<file path="src/rtl/sbus_pkg.sv">
package sbus_pkg;

  typedef enum logic [1:0] {
    M_IDLE = 2'd0,
    M_REQ  = 2'd1,
    M_CMD  = 2'd2,
    M_DATA = 2'd3
  } mst_state_e;

  typedef enum logic {
    S_IDLE = 1'b0,
    S_DATA = 1'b1
  } slv_state_e;

endpackage

</file>
<file path="src/rtl/sbus_master.sv">
module sbus_master
  import sbus_pkg::*;
#(
  parameter int AW = 4,
  parameter int DW = 16,
  parameter int LW = 2
) (
  input  logic          clk,
  input  logic          rst_n,
  input  logic          grant,
  output logic          req,
  input  logic          cmd_valid,
  input  logic          cmd_write,
  input  logic [AW-1:0] cmd_addr,
  input  logic [LW-1:0] cmd_len,
  output logic          cmd_ready,
  input  logic [DW-1:0] wr_data,
  output logic          wr_take,
  output logic          rd_valid,
  output logic [DW-1:0] rd_data,
  output logic          done,
  output logic          proto_err,
  input  logic          bus_wait,
  input  logic [DW-1:0] bus_rdata,
  output logic          bus_cmd,
  output logic          bus_own,
  output logic          bus_rw,
  output logic [AW-1:0] bus_addr,
  output logic [LW-1:0] bus_len,
  output logic [DW-1:0] bus_wdata
);

  localparam logic [LW-1:0] L_ONE = LW'(1);

  mst_state_e    state_q, state_d;
  logic          rw_q;
  logic [AW-1:0] addr_q;
  logic [LW-1:0] len_q;
  logic [LW-1:0] cnt_q, cnt_d;
  logic          err_d, err_q;
  logic          rdv_q;
  logic [DW-1:0] rdd_q;
  logic          done_q;

  logic accept, xfer, last, abort, cnt_en, cmd_en, rdd_en;

  always_comb begin
    accept    = (state_q == M_IDLE) && cmd_valid;
    xfer      = (state_q == M_DATA) && grant && !bus_wait;
    last      = xfer && (cnt_q == len_q);
    abort     = ((state_q == M_CMD) || (state_q == M_DATA)) && !grant;
    cmd_en    = accept;
    cnt_en    = accept || xfer;
    rdd_en    = xfer && !rw_q;
    req       = (state_q != M_IDLE);
    cmd_ready = (state_q == M_IDLE);
    bus_cmd   = (state_q == M_CMD) && grant;
    bus_own   = ((state_q == M_CMD) || (state_q == M_DATA)) && grant;
    bus_rw    = bus_cmd ? rw_q : 1'b0;
    bus_addr  = bus_cmd ? addr_q : '0;
    bus_len   = bus_cmd ? len_q : '0;
    bus_wdata = ((state_q == M_DATA) && grant && rw_q) ? wr_data : '0;
    wr_take   = xfer && rw_q;
  end

  always_comb begin
    state_d = state_q;
    case (state_q)
      M_IDLE: if (cmd_valid) state_d = M_REQ;
      M_REQ:  if (grant) state_d = M_CMD;
      M_CMD:  state_d = grant ? M_DATA : M_IDLE;
      M_DATA: if (!grant || last) state_d = M_IDLE;
      default: state_d = M_IDLE;
    endcase
  end

  always_comb begin
    cnt_d = accept ? '0 : (cnt_q + L_ONE);
    err_d = err_q;
    if (abort) err_d = 1'b1;
    else if (accept) err_d = 1'b0;
  end

  always_ff @(posedge clk or negedge rst_n) begin
    if (!rst_n) begin
      state_q <= M_IDLE;
      err_q   <= 1'b0;
      rdv_q   <= 1'b0;
      done_q  <= 1'b0;
    end else begin
      state_q <= state_d;
      err_q   <= err_d;
      rdv_q   <= rdd_en;
      done_q  <= last;
    end
  end

  always_ff @(posedge clk or negedge rst_n) begin
    if (!rst_n) begin
      rw_q   <= 1'b0;
      addr_q <= '0;
      len_q  <= '0;
    end else if (cmd_en) begin
      rw_q   <= cmd_write;
      addr_q <= cmd_addr;
      len_q  <= cmd_len;
    end
  end

  always_ff @(posedge clk or negedge rst_n) begin
    if (!rst_n) cnt_q <= '0;
    else if (cnt_en) cnt_q <= cnt_d;
  end

  always_ff @(posedge clk or negedge rst_n) begin
    if (!rst_n) rdd_q <= '0;
    else if (rdd_en) rdd_q <= bus_rdata;
  end

  assign rd_valid  = rdv_q;
  assign rd_data   = rdd_q;
  assign done      = done_q;
  assign proto_err = err_q;

endmodule

</file>
<file path="src/rtl/sbus_slave.sv">
module sbus_slave
  import sbus_pkg::*;
#(
  parameter int AW        = 4,
  parameter int DW        = 16,
  parameter int LW        = 2,
  parameter int FIRST_LAT = 1
) (
  input  logic          clk,
  input  logic          rst_n,
  input  logic          slv_hold,
  input  logic          bus_cmd,
  input  logic          bus_own,
  input  logic          bus_rw,
  input  logic [AW-1:0] bus_addr,
  input  logic [LW-1:0] bus_len,
  input  logic [DW-1:0] bus_wdata,
  output logic          bus_wait,
  output logic [DW-1:0] bus_rdata,
  output logic          mem_we,
  output logic [AW-1:0] mem_addr,
  output logic [DW-1:0] mem_wdata,
  input  logic [DW-1:0] mem_rdata
);

  localparam logic [AW-1:0] A_ONE = AW'(1);
  localparam logic [LW-1:0] L_ONE = LW'(1);

  slv_state_e    state_q, state_d;
  logic          rw_q;
  logic [AW-1:0] addr_q, addr_d;
  logic [LW-1:0] len_q;
  logic [LW-1:0] cnt_q, cnt_d;
  logic          start, active, xfer, lat_busy;

  always_comb begin
    start    = (state_q == S_IDLE) && bus_cmd;
    active   = (state_q == S_DATA);
    bus_wait = active && (lat_busy || slv_hold);
    xfer     = active && bus_own && !bus_wait;
    addr_d   = start ? bus_addr : (addr_q + A_ONE);
    cnt_d    = start ? '0 : (cnt_q + L_ONE);
  end

  generate
    if (FIRST_LAT > 0) begin : g_lat
      localparam int LATW = $clog2(FIRST_LAT + 1);
      localparam logic [LATW-1:0] LAT_INIT = LATW'(FIRST_LAT);
      localparam logic [LATW-1:0] LAT_ONE  = LATW'(1);
      logic [LATW-1:0] lat_q, lat_d;
      logic            lat_en;
      always_comb begin
        lat_en = start || (active && (lat_q != '0));
        lat_d  = start ? LAT_INIT : (lat_q - LAT_ONE);
      end
      always_ff @(posedge clk or negedge rst_n) begin
        if (!rst_n) lat_q <= '0;
        else if (lat_en) lat_q <= lat_d;
      end
      assign lat_busy = (lat_q != '0);
    end else begin : g_nolat
      assign lat_busy = 1'b0;
    end
  endgenerate

  always_comb begin
    state_d = state_q;
    case (state_q)
      S_IDLE: if (bus_cmd) state_d = S_DATA;
      S_DATA: if (!bus_own || (xfer && (cnt_q == len_q))) state_d = S_IDLE;
      default: state_d = S_IDLE;
    endcase
  end

  always_ff @(posedge clk or negedge rst_n) begin
    if (!rst_n) state_q <= S_IDLE;
    else state_q <= state_d;
  end

  always_ff @(posedge clk or negedge rst_n) begin
    if (!rst_n) begin
      rw_q  <= 1'b0;
      len_q <= '0;
    end else if (start) begin
      rw_q  <= bus_rw;
      len_q <= bus_len;
    end
  end

  always_ff @(posedge clk or negedge rst_n) begin
    if (!rst_n) begin
      addr_q <= '0;
      cnt_q  <= '0;
    end else if (start || xfer) begin
      addr_q <= addr_d;
      cnt_q  <= cnt_d;
    end
  end

  assign mem_we    = xfer && rw_q;
  assign mem_addr  = addr_q;
  assign mem_wdata = bus_wdata;
  assign bus_rdata = (xfer && !rw_q) ? mem_rdata : '0;

endmodule

</file>
<file path="src/rtl/sbus_slave_mem.sv">
module sbus_slave_mem #(
  parameter int AW = 4,
  parameter int DW = 16
) (
  input  logic          clk,
  input  logic          we,
  input  logic [AW-1:0] addr,
  input  logic [DW-1:0] wdata,
  output logic [DW-1:0] rdata
);

  localparam int DEPTH = 1 << AW;

  logic [DW-1:0] words [DEPTH];

  always_ff @(posedge clk) begin
    if (we) words[addr] <= wdata;
  end

  assign rdata = words[addr];

endmodule

</file>
<file path="src/rtl/sbus_burst_link.sv">
module sbus_burst_link #(
  parameter int AW        = 4,
  parameter int DW        = 16,
  parameter int LW        = 2,
  parameter int FIRST_LAT = 1
) (
  input  logic          clk,
  input  logic          rst_n,
  input  logic          grant,
  output logic          req,
  input  logic          cmd_valid,
  input  logic          cmd_write,
  input  logic [AW-1:0] cmd_addr,
  input  logic [LW-1:0] cmd_len,
  output logic          cmd_ready,
  input  logic [DW-1:0] wr_data,
  output logic          wr_take,
  output logic          rd_valid,
  output logic [DW-1:0] rd_data,
  output logic          done,
  output logic          proto_err,
  input  logic          slv_hold,
  output logic          bus_wait,
  output logic          addr_phase
);

  logic          b_cmd, b_own, b_rw;
  logic [AW-1:0] b_addr;
  logic [LW-1:0] b_len;
  logic [DW-1:0] b_wdata, b_rdata;
  logic          m_we;
  logic [AW-1:0] m_addr;
  logic [DW-1:0] m_wdata, m_rdata;

  sbus_master #(.AW(AW), .DW(DW), .LW(LW)) u_master (
    .clk(clk), .rst_n(rst_n), .grant(grant), .req(req),
    .cmd_valid(cmd_valid), .cmd_write(cmd_write), .cmd_addr(cmd_addr),
    .cmd_len(cmd_len), .cmd_ready(cmd_ready), .wr_data(wr_data),
    .wr_take(wr_take), .rd_valid(rd_valid), .rd_data(rd_data),
    .done(done), .proto_err(proto_err), .bus_wait(bus_wait),
    .bus_rdata(b_rdata), .bus_cmd(b_cmd), .bus_own(b_own), .bus_rw(b_rw),
    .bus_addr(b_addr), .bus_len(b_len), .bus_wdata(b_wdata)
  );

  sbus_slave #(.AW(AW), .DW(DW), .LW(LW), .FIRST_LAT(FIRST_LAT)) u_slave (
    .clk(clk), .rst_n(rst_n), .slv_hold(slv_hold), .bus_cmd(b_cmd),
    .bus_own(b_own), .bus_rw(b_rw), .bus_addr(b_addr), .bus_len(b_len),
    .bus_wdata(b_wdata), .bus_wait(bus_wait), .bus_rdata(b_rdata),
    .mem_we(m_we), .mem_addr(m_addr), .mem_wdata(m_wdata),
    .mem_rdata(m_rdata)
  );

  sbus_slave_mem #(.AW(AW), .DW(DW)) u_mem (
    .clk(clk), .we(m_we), .addr(m_addr), .wdata(m_wdata), .rdata(m_rdata)
  );

  assign addr_phase = b_cmd;

endmodule

</file>
<file path="config.mk">
export PLATFORM = sky130hd
export DESIGN_NAME = sbus_burst_link
export DESIGN_NICKNAME = d
export VERILOG_FILES = /design/src/rtl/sbus_pkg.sv /design/src/rtl/sbus_master.sv /design/src/rtl/sbus_slave.sv /design/src/rtl/sbus_slave_mem.sv /design/src/rtl/sbus_burst_link.sv
export SDC_FILE = /design/constraint.sdc
export NUM_CORES = 1
export LEC_CHECK = 0
export BUFFER_PORTS_ARGS = -buffer_cell sky130_fd_sc_hd__buf_4
export CAP_MARGIN = 20
export CORE_ASPECT_RATIO = 0.5
export CORE_MARGIN = 8
export CORE_UTILIZATION = 54
export CTS_CLUSTER_DIAMETER = 30
export DETAILED_ROUTE_END_ITERATION = 12
export GPL_TIMING_DRIVEN = 0
export PLACE_DENSITY = 0.74
export SYNTH_ARGS = -nofsm -noshare
export SYNTH_HDL_FRONTEND = slang
export SYNTH_SLANG_ARGS = --single-unit
export TNS_END_PERCENT = 5
</file>
<file path="constraint.sdc">
create_clock -name clk -period 2.1 [get_ports clk]
set_input_delay 0.21 -clock clk [delete_from_list [all_inputs] [get_ports clk]]
set_output_delay 0.21 -clock clk [all_outputs]
set_load 0.01 [all_outputs]
</file>
# Yosys cells after proc, flatten, opt, wreduce, memory -nomap -nowiden
# Memory sizes are Yosys's and may differ from the RTL's.
# Cells that the tools add are included.
# totals
mem_count	1
ram_bits	256
ff_bits	41
# op_classes
reduce_logical	34
eq_ne	8
add_sub_neg	4
bitwise_logic	1
muxes	21
# memory_table
memory	words	word_bits	rd	rd_ports_with_merged_regs	write_ports	line	source
u_mem.words	16	16	1	0	1	sbus_slave_mem.sv:14	logic [DW-1:0] words [DEPTH];
# op_table
operator	n
$mux W16	2
$logic_and A1 B1 Y1	18
$mux W2	7
$mux W1	8
$mux W4	2
$pmux W2 S4	1
$logic_or A1 B1 Y1	7
$ne A2 B2 Y1 const B	3
$logic_not A1 Y1	5
$add A2 B1 Y2 const B	2
$add A4 B1 Y4 const B	1
$eq A2 B2 Y1	2
$eq A2 B2 Y1 const B	2
$reduce_bool A2 Y1	2
$reduce_and A3 Y1	1
$eq A2 B1 Y1 const B	1
$logic_not A2 Y1	1
$pmux W1 S2	1
$not A1 Y1	1
$sub A1 B1 Y1 const B	1

# Logic depth before layout (Yosys ltp)
# Gate-level depths: netlist (run 1).
# depth
ltp_word	9
mapped_depth	6

# Cells and area by module
# A second synthesis (run 1) with hierarchy kept.
# unflattened
hier_cells	616
area_unflattened_um2	11925.2
# modules_own_cells
module	area_per_inst_um2	cells_each	instances	seq_area_each_um2
sbus_slave_mem	9703.1	418	1	7687.4
sbus_master	1443.9	105	1	750.7
sbus_slave	778.2	93	1	275.3

# Worst setup path after synthesis (run 1)
# No wires, ideal clock.
# synth_path
kind	register to register
from	reg u_slave.addr_q[3] (netlist: u_slave.mem_addr[3])
to	mem u_mem.words[0][0] (enable)
setup_ns	0.388
slack_ns	-0.140
path_stages_with_launch	6
t_required_ns	1.712
synth_period_minus_slack_ns	2.240
path_buffers	3
t_arrival_ns	1.852
cell_sequence	dfrtp_1 -> buf_2 -> or2_2 -> buf_2 -> buf_1 -> nor2_1
# synth_lines
element	line	source
start, declared	sbus_slave.sv:31	logic [AW-1:0] addr_q, addr_d;
start signal, assigned	sbus_slave.sv:95	addr_q <= addr_d;
end, declared	sbus_slave_mem.sv:14	
# Straight into the memory's write port.

# Final worst setup path (run 1)
# layout_path
from	reg u_slave.state_q (netlist: u_slave.active)
to	mem u_mem.words[6][7] (enable)
# layout_between
elab_chain_len	6
# layout_rtl
element	line	source
start, declared	sbus_slave.sv:29	slv_state_e state_q, state_d;
start signal, assigned	sbus_slave.sv:77	else state_q <= state_d;
$logic_and A1 B1 Y1	sbus_slave.sv:39	bus_wait = active && (lat_busy || slv_hold);
$logic_not A1 Y1	sbus_slave.sv:40	xfer = active && bus_own && !bus_wait;
$logic_and A1 B1 Y1 *	sbus_slave.sv:40	
$logic_and A1 B1 Y1 *	sbus_slave.sv:100	assign mem_we = xfer && rw_q;
$mux W1 *	sbus_slave_mem.sv:17	if (we) words[addr] <= wdata;
$mux W1 (not written as such) *	sbus_slave_mem.sv:17	
# Mark *: on every way between the ends. The rest lies on a longest branch, timed or not.

==> results of run 1 <==
## flip-flops by register name, indices dropped and copies added, names as in the netlist, 2 cells and up
signal / count
u_master.addr_q: 4
u_master.state_q: 2
u_slave.mem_addr: 4
u_mem.words: 256
u_master.rd_data: 16
u_master.cnt_q: 2
u_master.len_q: 2
u_slave.cnt_q: 2
u_slave.len_q: 2
## synth_stat cells (4+ instances only)
master    count
nand3_1       7
o21ai_0      20
inv_1         8
nor3_1        4
nand2_1      20
edfxtp_1    256
ha_1          4
clkbuf_1     11
xor2_1        7
and3_1       19
buf_2        14
mux4_2       63
nor2_1       27
o22ai_1      16
mux2_2       10
dfrtp_1      41
and2_1        4
o221ai_1     15
## power groups by stage
stage                     Combinational, mW  Clock [mW]  Sequential, mW
final                                  3.88        6.28            6.73
after global routing                   4.07        6.56            6.75
after CTS                              3.77        6.30            6.71
after detailed placement               3.62           0            6.82
after global placement                 3.53           0            6.82
after floorplan                        2.48           0            6.79
## worst max-delay path by stage
stage	endpoint	slack (ns)	cells after the start	from
4_1_cts	u_mem.words[8][0]	-0.14	6	u_slave.active
3_5_place_dp	u_mem.words[7][0]	-0.69	6	u_slave.active
5_1_grt	u_mem.words[6][12]	-0.05	6	u_slave.active
3_3_place_gp	u_mem.words[7][0]	-1.42	5	u_slave.active
6_report	u_mem.words[6][7]	0.02	6	u_slave.active
2_1_floorplan	u_mem.words[0][0]	-0.14	5	u_slave.mem_addr[3]
## metal layers
layer	track usage [%]	vias up
li1	-	2647
met4	7.128	0
met5	0	-
met1	29.87	3393
met2	34.76	487
met3	5.952	69
## repair_timing
item                       4_1_cts  5_1_grt
setup endpoints to repair      432      266
pin swaps                       16        6
hold buffers                     9        0
resized for setup               47       16
buffers inserted                19       10
hold endpoints to repair        50        0
## through the flow
stage	worst slack [ns]	total power, mW	hold WS (ns)
5_1_grt	-0.05003	17.39	0.03487
4_1_cts	-0.1357	16.78	0.02149
3_5_place_dp	-0.6868	10.44	0.2641
3_3_place_gp	-1.422	10.34	0.2578
2_1_floorplan	-0.1401	9.265	-0.08559
6_report	0.01549	16.89	0.03267
## worst reg2reg max path, stage by stage (launching register included)
cell	delay (ns)
dfrtp_1	0.42
nor3b_4	0.29
and2_1	0.17
buf_4	0.22
nand3_4	0.21
nor2_4	0.23
buf_8	0.22
## layout make-up
| class | count | share of cell area (%) |
|---|---|---|
| clock inverter | 23 | 1.569 |
| antenna | 1 | 0.01754 |
| tap | 273 | 2.394 |
| timing repair buffer | 105 | 7.058 |
| inverter | 8 | 0.2104 |
| sequential | 297 | 61.06 |
| clock buffer | 45 | 6.997 |
| buffer | 33 | 1.534 |
| multi-input combinational | 240 | 19.16 |
## logic make-up after synthesis
logic type	Yosys count	synth area share (%)
flops	297	75.96
simple gates	91	3.894
mux	75	13.53
compound gates	60	3.512
buf+inv	42	1.909
xor+xnor	10	0.7636
fa+ha+maj	4	0.4363
==> impl_metrics.py, run 1 <==
metrics = {
    "yosys": {
        "synth_largest_area_cell": "edfxtp_1",
        "synth_edf_count": 256,
        "synthDistinctLibCells": 42,
        "ys_top_cells_by_area": "edfxtp_1 67%, mux4_2 12%, dfrtp_1 8.9%",
        "ys_seq_elements": 297,
        "ys_async_sr_fraction_pct": 13.80,
        "syn_inst": 579,
        "netlist_area_um2": 11470,
        "synth_nets": 611,
        "avgSynthCellArea_um2": 19.81,
        "yosys_warnings": 0,
        "ys.flop_type": "edfxtp_1",
        "seq_area_frac_synth_pct": 75.96,
        "yosys.area.top_type_share_pct": 67.02,
    },
    "power": {
        "clkPwrFrac_pct": 37.2,
        "p_leak_nw": 5.099,
        "p_comb_share_pct": 22.9,
        "peakVddDrop_v": 0.0006414,
        "internal_power_mw": 12.05,
        "p_switching_mw": 4.845,
        "pwr-share-seq_pct": 39.9,
        "p_per_area_nw_per_um2": 1184,
        "switching_share_pct": 28.68,
    },
    "sta": {
        "period_minus_slack_ns": 2.085,
        "drv_slew": 0,
        "relSlewSlack_pct": 58.17,
        "max_freq_mhz": 479.7,
        "worst_pin_slew_ns": 0.6275,
        "post-route-period-util_pct": 99.26,
        "finalSetupViolCount": 0,
        "tns_ns": 0,
        "clock_skew_ns": 0.02306,
        "hold_viol": 0,
    },
    "routing": {
        "top_layer": "met4",
        "wirelength_mm": 29.83,
        "dr_wl_met3_mm": 3.576,
        "wl_met2_mm": 13.99,
        "drtAntennaViolNets": 0,
        "drt-met1-wl_mm": 11.46,
        "post_drt_wl_per_cell_um": 29.10,
        "via_per_inst": 6.435,
        "first_iter_violations": 899,
        "drc": 0,
        "vias": 6596,
        "drtPass1Iterations": 5,
    },
    "grt": {
        "grt_usage_pct": 22.04,
        "grt_pass1_vias": 6682,
        "antenna_found_initial": 1,
        "grt-ovfl-total": 0,
        "grt_pass1_wl_mm": 43.28,
        "grt_max_degree": 42,
    },
    "hold_path": {
        "holdPathStages": 3,
        "min_to": "u_master.state_q[0]",
        "min_from": "cmd_valid",
        "worstHoldPathType": "in -> reg",
    },
    "floorplan": {
        "die_w_um": 222.1,
        "die_h_um": 119.1,
        "fp.dieArea_um2": 26450,
        "rows": 37,
        "ios": 52,
        "start_util_pct": 55.43,
        "coreArea_um2": 20690,
    },
    "worst_setup_path": {
        "path_cells": "nor3b_4 > and2_1 > buf_4 > nand3_4 > nor2_4 > buf_8",
        "cp_top_family": "simple AND/OR/NAND/NOR gates",
        "r2r_start": "u_slave.active",
        "cp.arrival_ns": 2.28,
        "critical_path_class": "reg -> reg",
        "r2r_end": "u_mem.words[6][7]",
        "reg2regPathDepth": 6,
        "cp-start-kind": "flop",
        "worst-path-buf-inv": 2,
        "required_ns": 2.29,
        "rrSetupSlack_ns": 0.02,
        "worstPathMaxFanout": 12,
        "slowest_stage": "dfrtp_1",
        "end_kind": "flop",
        "max_stage_delay_ns": 0.42,
    },
    "clock_tree": {
        "clk_path_buf_depth": 3,
        "cts.sinks": 297,
        "cts_root_buffer": "clkbuf_16",
        "clock_latency_ns": 0.52,
        "cts_tree": "yes",
        "cts_max_level": 2,
        "cts-buffers-inserted": 37,
        "clk_pin_slew_worst_paths_ns": 0.06,
    },
    "layout": {
        "layout_commonest_cell": "edfxtp_1",
        "fin_nets": 754,
        "seq_area_um2": 8713,
        "layout_common_cells": "256 x edfxtp_1, 84 x buf_4, 63 x mux4_2, 41 x dfrtp_1, 39 x clkbuf_16",
        "stdcell_count": 1025,
        "utilization_pct": 68.96,
        "area_growth_pct": 24.40,
        "multi_input_area_um2": 2734,
        "design_area_um2": 14270,
        "drive_gt1_share_pct": 38.88,
        "n_fill_cell": 1222,
    },
    "placed_design": {
        "gp_congestion": 0.7679,
        "dp_cells": 919,
        "portBuffers": 51,
        "placed_area_um2": 12530,
        "post-dp-hpwl_mm": 17.74,
    },
    "outcome": {
        "status": "completed",
    },
    "run": {
        "drv_cap": 0,
    },
}
(Power assumes the default switching activity.)
==> inputs of run 2 (changes only) <==
Settings changed: ABC_AREA set to 1, PLACE_DENSITY 0.74 to 0.71.
Clock period 2.1 ns to 2.34 ns, I/O delays scaled along.
==> impl_metrics.py, run 2 <==
metrics = {
    "worst_setup_path": {
        "worstPathMaxFanout": 14,
        "slowest_stage": "dfrtp_1",
        "r2r_start": "u_slave.mem_addr[1]",
        "critical_path.endpoint": "u_mem.words[5][7]",
        "cp-startpoint": "u_slave.mem_addr[1]",
        "max_stage_delay_ns": 0.47,
        "cp_top_family": "buffers and inverters",
        "cp-start-kind": "flop",
        "path_depth": 7,
        "path_cells": "inv_1 > buf_6 > buf_4 > ha_1 > nand2_1 > nor2_2 > buf_8",
        "rrSetupSlack_ns": -0.06,
        "required_ns": 2.57,
        "worst-path-buf-inv": 4,
        "end_kind": "flop",
        "critical_path_class": "reg -> reg",
        "cp.arrival_ns": 2.63,
        "reg2regPathDepth": 7,
        "r2r_end": "u_mem.words[5][7]",
    },
    "grt": {
        "grt_usage_pct": 25.13,
        "grt_pass1_vias": 8580,
        "grt_pass1_wl_mm": 52.10,
        "grt_max_degree": 42,
        "antenna_found_initial": 0,
        "grt-ovfl-total": 0,
    },
    "clock_tree": {
        "clk_pin_slew_worst_paths_ns": 0.06,
        "cts.sinks": 297,
        "cts_root_buffer": "clkbuf_16",
        "cts-buffers-inserted": 38,
        "cts_max_level": 2,
        "clk_path_buf_depth": 3,
        "cts_tree": "yes",
        "clock_latency_ns": 0.53,
    },
    "sta": {
        "clock_skew_ns": 0.01858,
        "drv_slew": 0,
        "hold_viol": 0,
        "rsz0062_at_grt": "true",
        "setup_slack_ns": -0.05651,
        "post-route-period-util_pct": 102.4,
        "worst_pin_slew_ns": 0.8552,
        "hold_slack_ns": 0.02008,
        "max_freq_mhz": 417.3,
        "finalSetupViolCount": 43,
        "relSlewSlack_pct": 42.78,
        "period_minus_slack_ns": 2.397,
    },
    "power": {
        "p_leak_nw": 6.129,
        "p_per_area_nw_per_um2": 1151,
        "peakVddDrop_v": 0.0006021,
    },
    "routing": {
        "drc": 0,
        "vias": 8983,
        "via_per_inst": 5.657,
        "first_iter_violations": 1205,
        "drtAntennaViolNets": 0,
        "drtPass1Iterations": 6,
        "wirelength_mm": 35.95,
        "post_drt_wl_per_cell_um": 22.64,
    },
    "outcome": {
        "violations": "setup timing",
        "status": "finished, violations left",
    },
    "yosys": {
        "syn_inst": 1122,
        "seq_area_frac_synth_pct": 71.16,
        "netlist_area_um2": 12250,
        "ys_top_cells_by_area": "edfxtp_1 63%, nand2_1 14%, dfrtp_1 8.4%",
        "synthDistinctLibCells": 27,
        "synth_edf_count": 256,
        "avgSynthCellArea_um2": 10.91,
        "ys.flop_type": "edfxtp_1",
        "synth_most_common_cell": "nand2_1",
        "yosys.area.top_type_share_pct": 62.78,
        "synth_largest_area_cell": "edfxtp_1",
        "ys_async_sr_fraction_pct": 13.80,
        "ys_seq_elements": 297,
        "yosys_warnings": 0,
        "yosys-top-cells-count": "463 x nand2_1, 256 x edfxtp_1, 144 x nand3_1",
        "synth_nets": 1154,
    },
    "layout": {
        "seq_area_um2": 8713,
        "fin_nets": 1282,
        "layout_commonest_cell": "nand2_1",
        "utilization_pct": 66.52,
        "n_fill_cell": 1589,
        "area_growth_pct": 22.46,
        "layout_common_cells": "461 x nand2_1, 256 x edfxtp_1, 144 x nand3_1, 56 x buf_4, 51 x inv_1",
        "largest-register": "u_mem.words",
        "multi_input_area_um2": 3208,
        "drive_gt1_share_pct": 17.81,
        "largest_reg_flops": 256,
    },
    "floorplan": {
        "coreArea_um2": 22540,
        "die_w_um": 229.0,
        "fp.dieArea_um2": 28040,
        "rows": 39,
        "start_util_pct": 54.32,
        "die_h_um": 122.5,
        "ios": 52,
    },
    "run": {
        "drv_cap": 0,
    },
    "placed_design": {
        "post-dp-hpwl_mm": 23.99,
        "portBuffers": 51,
        "gp_congestion": 0.9609,
    },
    "hold_path": {
        "worstHoldPathType": "in -> reg",
    },
}
## run 2: cell types whose count changed after synthesis, moves of 10 or more
cell / previous run / this run
mux4_2: 63 / 0
o221ai_1: 15 / 0
nor2_1: 27 / 47
and3_1: 19 / 0
inv_1: 8 / 51
buf_2: 14 / 30
nand2_1: 20 / 463
o21ai_0: 20 / 8
o21ai_1: 1 / 14
mux2_2: 10 / 0
o22ai_1: 16 / 0
nand3_1: 7 / 144
## run 2: logic make-up after synthesis
family	Yosys count	synth area share, %
buf+inv	108	3.750
compound gates	33	1.410
flops	297	71.16
simple gates	674	22.85
fa+ha+maj	4	0.4087
xor+xnor	6	0.4291
## run 2: final cells by class
class | count | area share, %
clock inverter | 26 | 2.261
sequential | 297 | 58.11
inverter | 56 | 1.402
tap | 307 | 2.562
timing repair buffer | 88 | 5.824
multi-input combinational | 717 | 21.39
clock buffer | 44 | 6.633
buffer | 52 | 1.802
antenna | 1 | 0.01669
## run 2: worst min-delay path by stage
stage / startpoint / end / cells after the start
floorplan: rst_n / u_master.addr_q[0] / 0
global placement: rst_n / u_master.done / 1
detailed placement: rst_n / u_master.proto_err / 1
CTS: grant / u_master.proto_err / 4
global route: grant / u_master.proto_err / 4
finish: grant / u_master.proto_err / 4
## run 2: report_power, final
part / total [mW] / switching (mW) / leakage, nW / internal (mW)
clock: 6.12 / 2.35 / 0.640 / 3.77
sequential: 6.11 / 0.177 / 2.94 / 5.93
combinational: 5.04 / 3.66 / 2.55 / 1.38
total: 17.3 / 6.19 / 6.13 / 11.1
## run 2: layer usage
layer / share of wire, % / vias to the layer above / wire, um / GRT usage [%]
met3: 15 / 107 / 5246 / 8.606
li1: - / 4018 / - / -
met2: 44 / 563 / 15980 / 39.48
met4: 3.6 / 0 / 1306 / 9.869
met5: 0 / - / 0 / 0
met1: 37 / 4295 / 13410 / 32.35
## run 2: stage by stage
| step | cell area [um2] | cells | TNS (ns) | worst slack, ns | power (mW) |
|---|---|---|---|---|---|
| finish | 15000 | 1588 | -1.319 | -0.05651 | 17.27 |
| detailed placement | 13430 | 1507 | -93.22 | -0.6182 | 10.94 |
| global route | 14990 | 1587 | -1.123 | -0.03725 | 17.91 |
| CTS | 14900 | 1586 | -24.04 | -0.2670 | 17.06 |
| floorplan | 12250 | 1122 | -0.2625 | -0.002051 | 9.144 |
| global placement | 13010 | 1480 | -381.19 | -1.401 | 10.78 |
## run 2: what timing repair did
item,4_1_cts,5_1_grt
setup endpoints to repair,361,366
gates resized for setup,14,20
pin swaps,1,2
setup buffers,1,1
hold endpoints to repair,48,0
hold buffers,8,0
## run 2: worst register-to-register path, cell delays in order, from the launching register on
cell,delay [ns]
dfrtp_1,0.47
inv_1,0.21
buf_6,0.21
buf_4,0.24
ha_1,0.19
nand2_1,0.22
nor2_2,0.31
buf_8,0.23
==> inputs of run 3 (changes only) <==
Settings changed: REMOVE_ABC_BUFFERS set to 1.
==> impl_metrics.py, run 3 (same netlist as run 2, synthesis figures left out) <==
metrics = {
    "grt": {
        "grt_usage_pct": 21.30,
        "grt_pass1_vias": 8168,
        "grt_pass1_wl_mm": 45.93,
        "grt_max_degree": 90,
        "antenna_found_initial": 0,
        "grt-ovfl-total": 0,
    },
    "placed_design": {
        "post-dp-hpwl_mm": 16.70,
        "portBuffers": 51,
        "dp_cells": 1447,
        "gp_congestion": 0.7342,
        "pre_cts_slack_ns": -0.8845,
    },
    "clock_tree": {
        "cts_root_buffer": "clkbuf_16",
        "clock_latency_ns": 0.52,
        "cts_max_level": 2,
        "clk_path_buf_depth": 3,
        "clk_pin_slew_worst_paths_ns": 0.05,
        "cts.sinks": 297,
        "cts-buffers-inserted": 35,
        "cts_tree": "yes",
    },
    "layout": {
        "largest-register": "u_mem.words",
        "n_antenna_cell": 0,
        "area_growth_pct": 21.83,
        "largest_reg_flops": 256,
        "n_fill_cell": 1553,
        "layout_commonest_cell": "nand2_1",
        "drive_gt1_share_pct": 17.42,
        "fin_nets": 1240,
        "layout_common_cells": "458 x nand2_1, 256 x edfxtp_1, 144 x nand3_1, 61 x buf_4, 50 x inv_1",
        "stdcell_count": 1541,
    },
    "outcome": {
        "violations": "setup timing",
        "status": "finished, violations left",
    },
    "worst_setup_path": {
        "cp-startpoint": "u_slave.mem_addr[1]",
        "worstPathMaxFanout": 43,
        "r2r_start": "u_slave.mem_addr[1]",
        "cp-start-kind": "flop",
        "required_ns": 2.54,
        "cp.arrival_ns": 2.54,
        "end_kind": "flop",
        "critical_path_class": "reg -> reg",
    },
    "floorplan": {
        "coreArea_um2": 22540,
        "start_util_pct": 54.32,
        "ios": 52,
        "die_w_um": 229.0,
        "die_h_um": 122.5,
        "rows": 39,
        "fp.dieArea_um2": 28040,
    },
    "sta": {
        "hold_viol": 0,
        "drv_slew": 0,
        "post-route-period-util_pct": 100.0,
        "clock_skew_ns": 0.03574,
        "setup_slack_ns": -0.0007512,
        "finalSetupViolCount": 1,
        "rsz0062_at_grt": "true",
        "max_freq_mhz": 427.2,
        "worst_pin_slew_ns": 0.8401,
        "relSlewSlack_pct": 43.93,
        "period_minus_slack_ns": 2.341,
        "hold_slack_ns": 0.03632,
    },
    "hold_path": {
        "min_from": "grant",
        "worstHoldPathType": "in -> reg",
    },
    "routing": {
        "post_drt_wl_per_cell_um": 19.97,
        "first_iter_violations": 851,
        "drtAntennaViolNets": 0,
        "drtPass1Iterations": 8,
        "wirelength_mm": 30.78,
        "via_per_inst": 5.569,
        "vias": 8582,
        "drc": 0,
    },
    "run": {
        "drv_cap": 0,
    },
    "power": {
        "p_leak_nw": 6.008,
        "p_per_area_nw_per_um2": 1078,
        "peakVddDrop_v": 0.0005857,
    },
}
## run 3: cell types whose count changed in the layout (fill, tap and decap cells not counted), moves of 4 or more
| cell | before | now |
|---|---|---|
| nor2_4 | 14 | 21 |
| clkbuf_1 | 14 | 8 |
| clkinvlp_4 | 3 | 7 |
| buf_12 | 3 | 10 |
| buf_1 | 9 | 0 |
| clkinv_1 | 5 | 1 |
| bufinv_16 | 6 | 2 |
| buf_2 | 27 | 0 |
| nor2_1 | 21 | 14 |
| buf_6 | 10 | 0 |
| buf_4 | 56 | 61 |
## run 3: layout make-up
type	instances	area, um2	share of cell area, %
Timing Repair Buffer	101	1141	7.649
Sequential cell	297	8721	58.46
Clock buffer	45	955.9	6.408
Clock inverter	18	176.4	1.183
Tap cell	307	384.1	2.575
Inverter	56	249.0	1.669
Multi-Input combinational cell	717	3291	22.06
## run 3: per-stage QoR
step                      area (um2)  util [%]    TNS [ns]  power, mW
after floorplan                12000         -     -548.13      9.017
after global placement         12760     56.62    -1411.92      9.699
after detailed placement       13140     58.29     -248.38      10.24
after CTS                      14780     65.56      -5.016      15.84
after global routing           14920     66.17   -0.005768      16.81
final                          14920     66.17  -0.0007512      16.09
## run 3: timing repair
| item | in CTS | in global routing |
|---|---|---|
| resized for setup | 48 | 8 |
| buffers inserted | 14 | 8 |
| pin swaps | 11 | 7 |
| endpoints found under the setup margin | 530 | 241 |
| cloned | 0 | 1 |
| hold endpoints to repair | 48 | 0 |
| hold buffers | 8 | 0 |
## run 3: path summary, 6_finish.rpt
kind | end | depth (start not counted) | slack [ns]
max | u_mem.words[9][7] | 6 | -0.0008
min | u_master.proto_err | 4 | 0.04
max reg2reg | u_mem.words[9][7] | 6 | -0.0008
min reg2reg | u_slave.g_lat.lat_q | 1 | 0.45
max in group asynchronous | u_slave.mem_addr[0] | 2 | 1.54
min in group asynchronous | u_master.rd_data[8] | 2 | 0.31
## run 3: power by group
part / total (mW) / internal [mW] / switching [mW] / leakage, nW
Clock: 5.30 / 3.15 / 2.15 / 0.532
Combinational: 4.47 / 1.45 / 3.02 / 2.54
Sequential: 6.32 / 5.94 / 0.378 / 2.93
## run 3: critical path, stage by stage (launching register included)
cell and delay [ns]:
dfrtp_4 0.67, inv_12 0.22, buf_16 0.26, ha_1 0.23, nand2_2 0.18, nor2_4 0.25, buf_8 0.20
## run 3: layer usage
metal / GRT usage, % / wire, um / vias up
met4: 8.759 / 1064 / 0
li1: - / - / 3928
met2: 33.36 / 13710 / 490
met3: 5.445 / 3185 / 83
met5: 0 / 0 / -
met1: 28.56 / 12820 / 4081
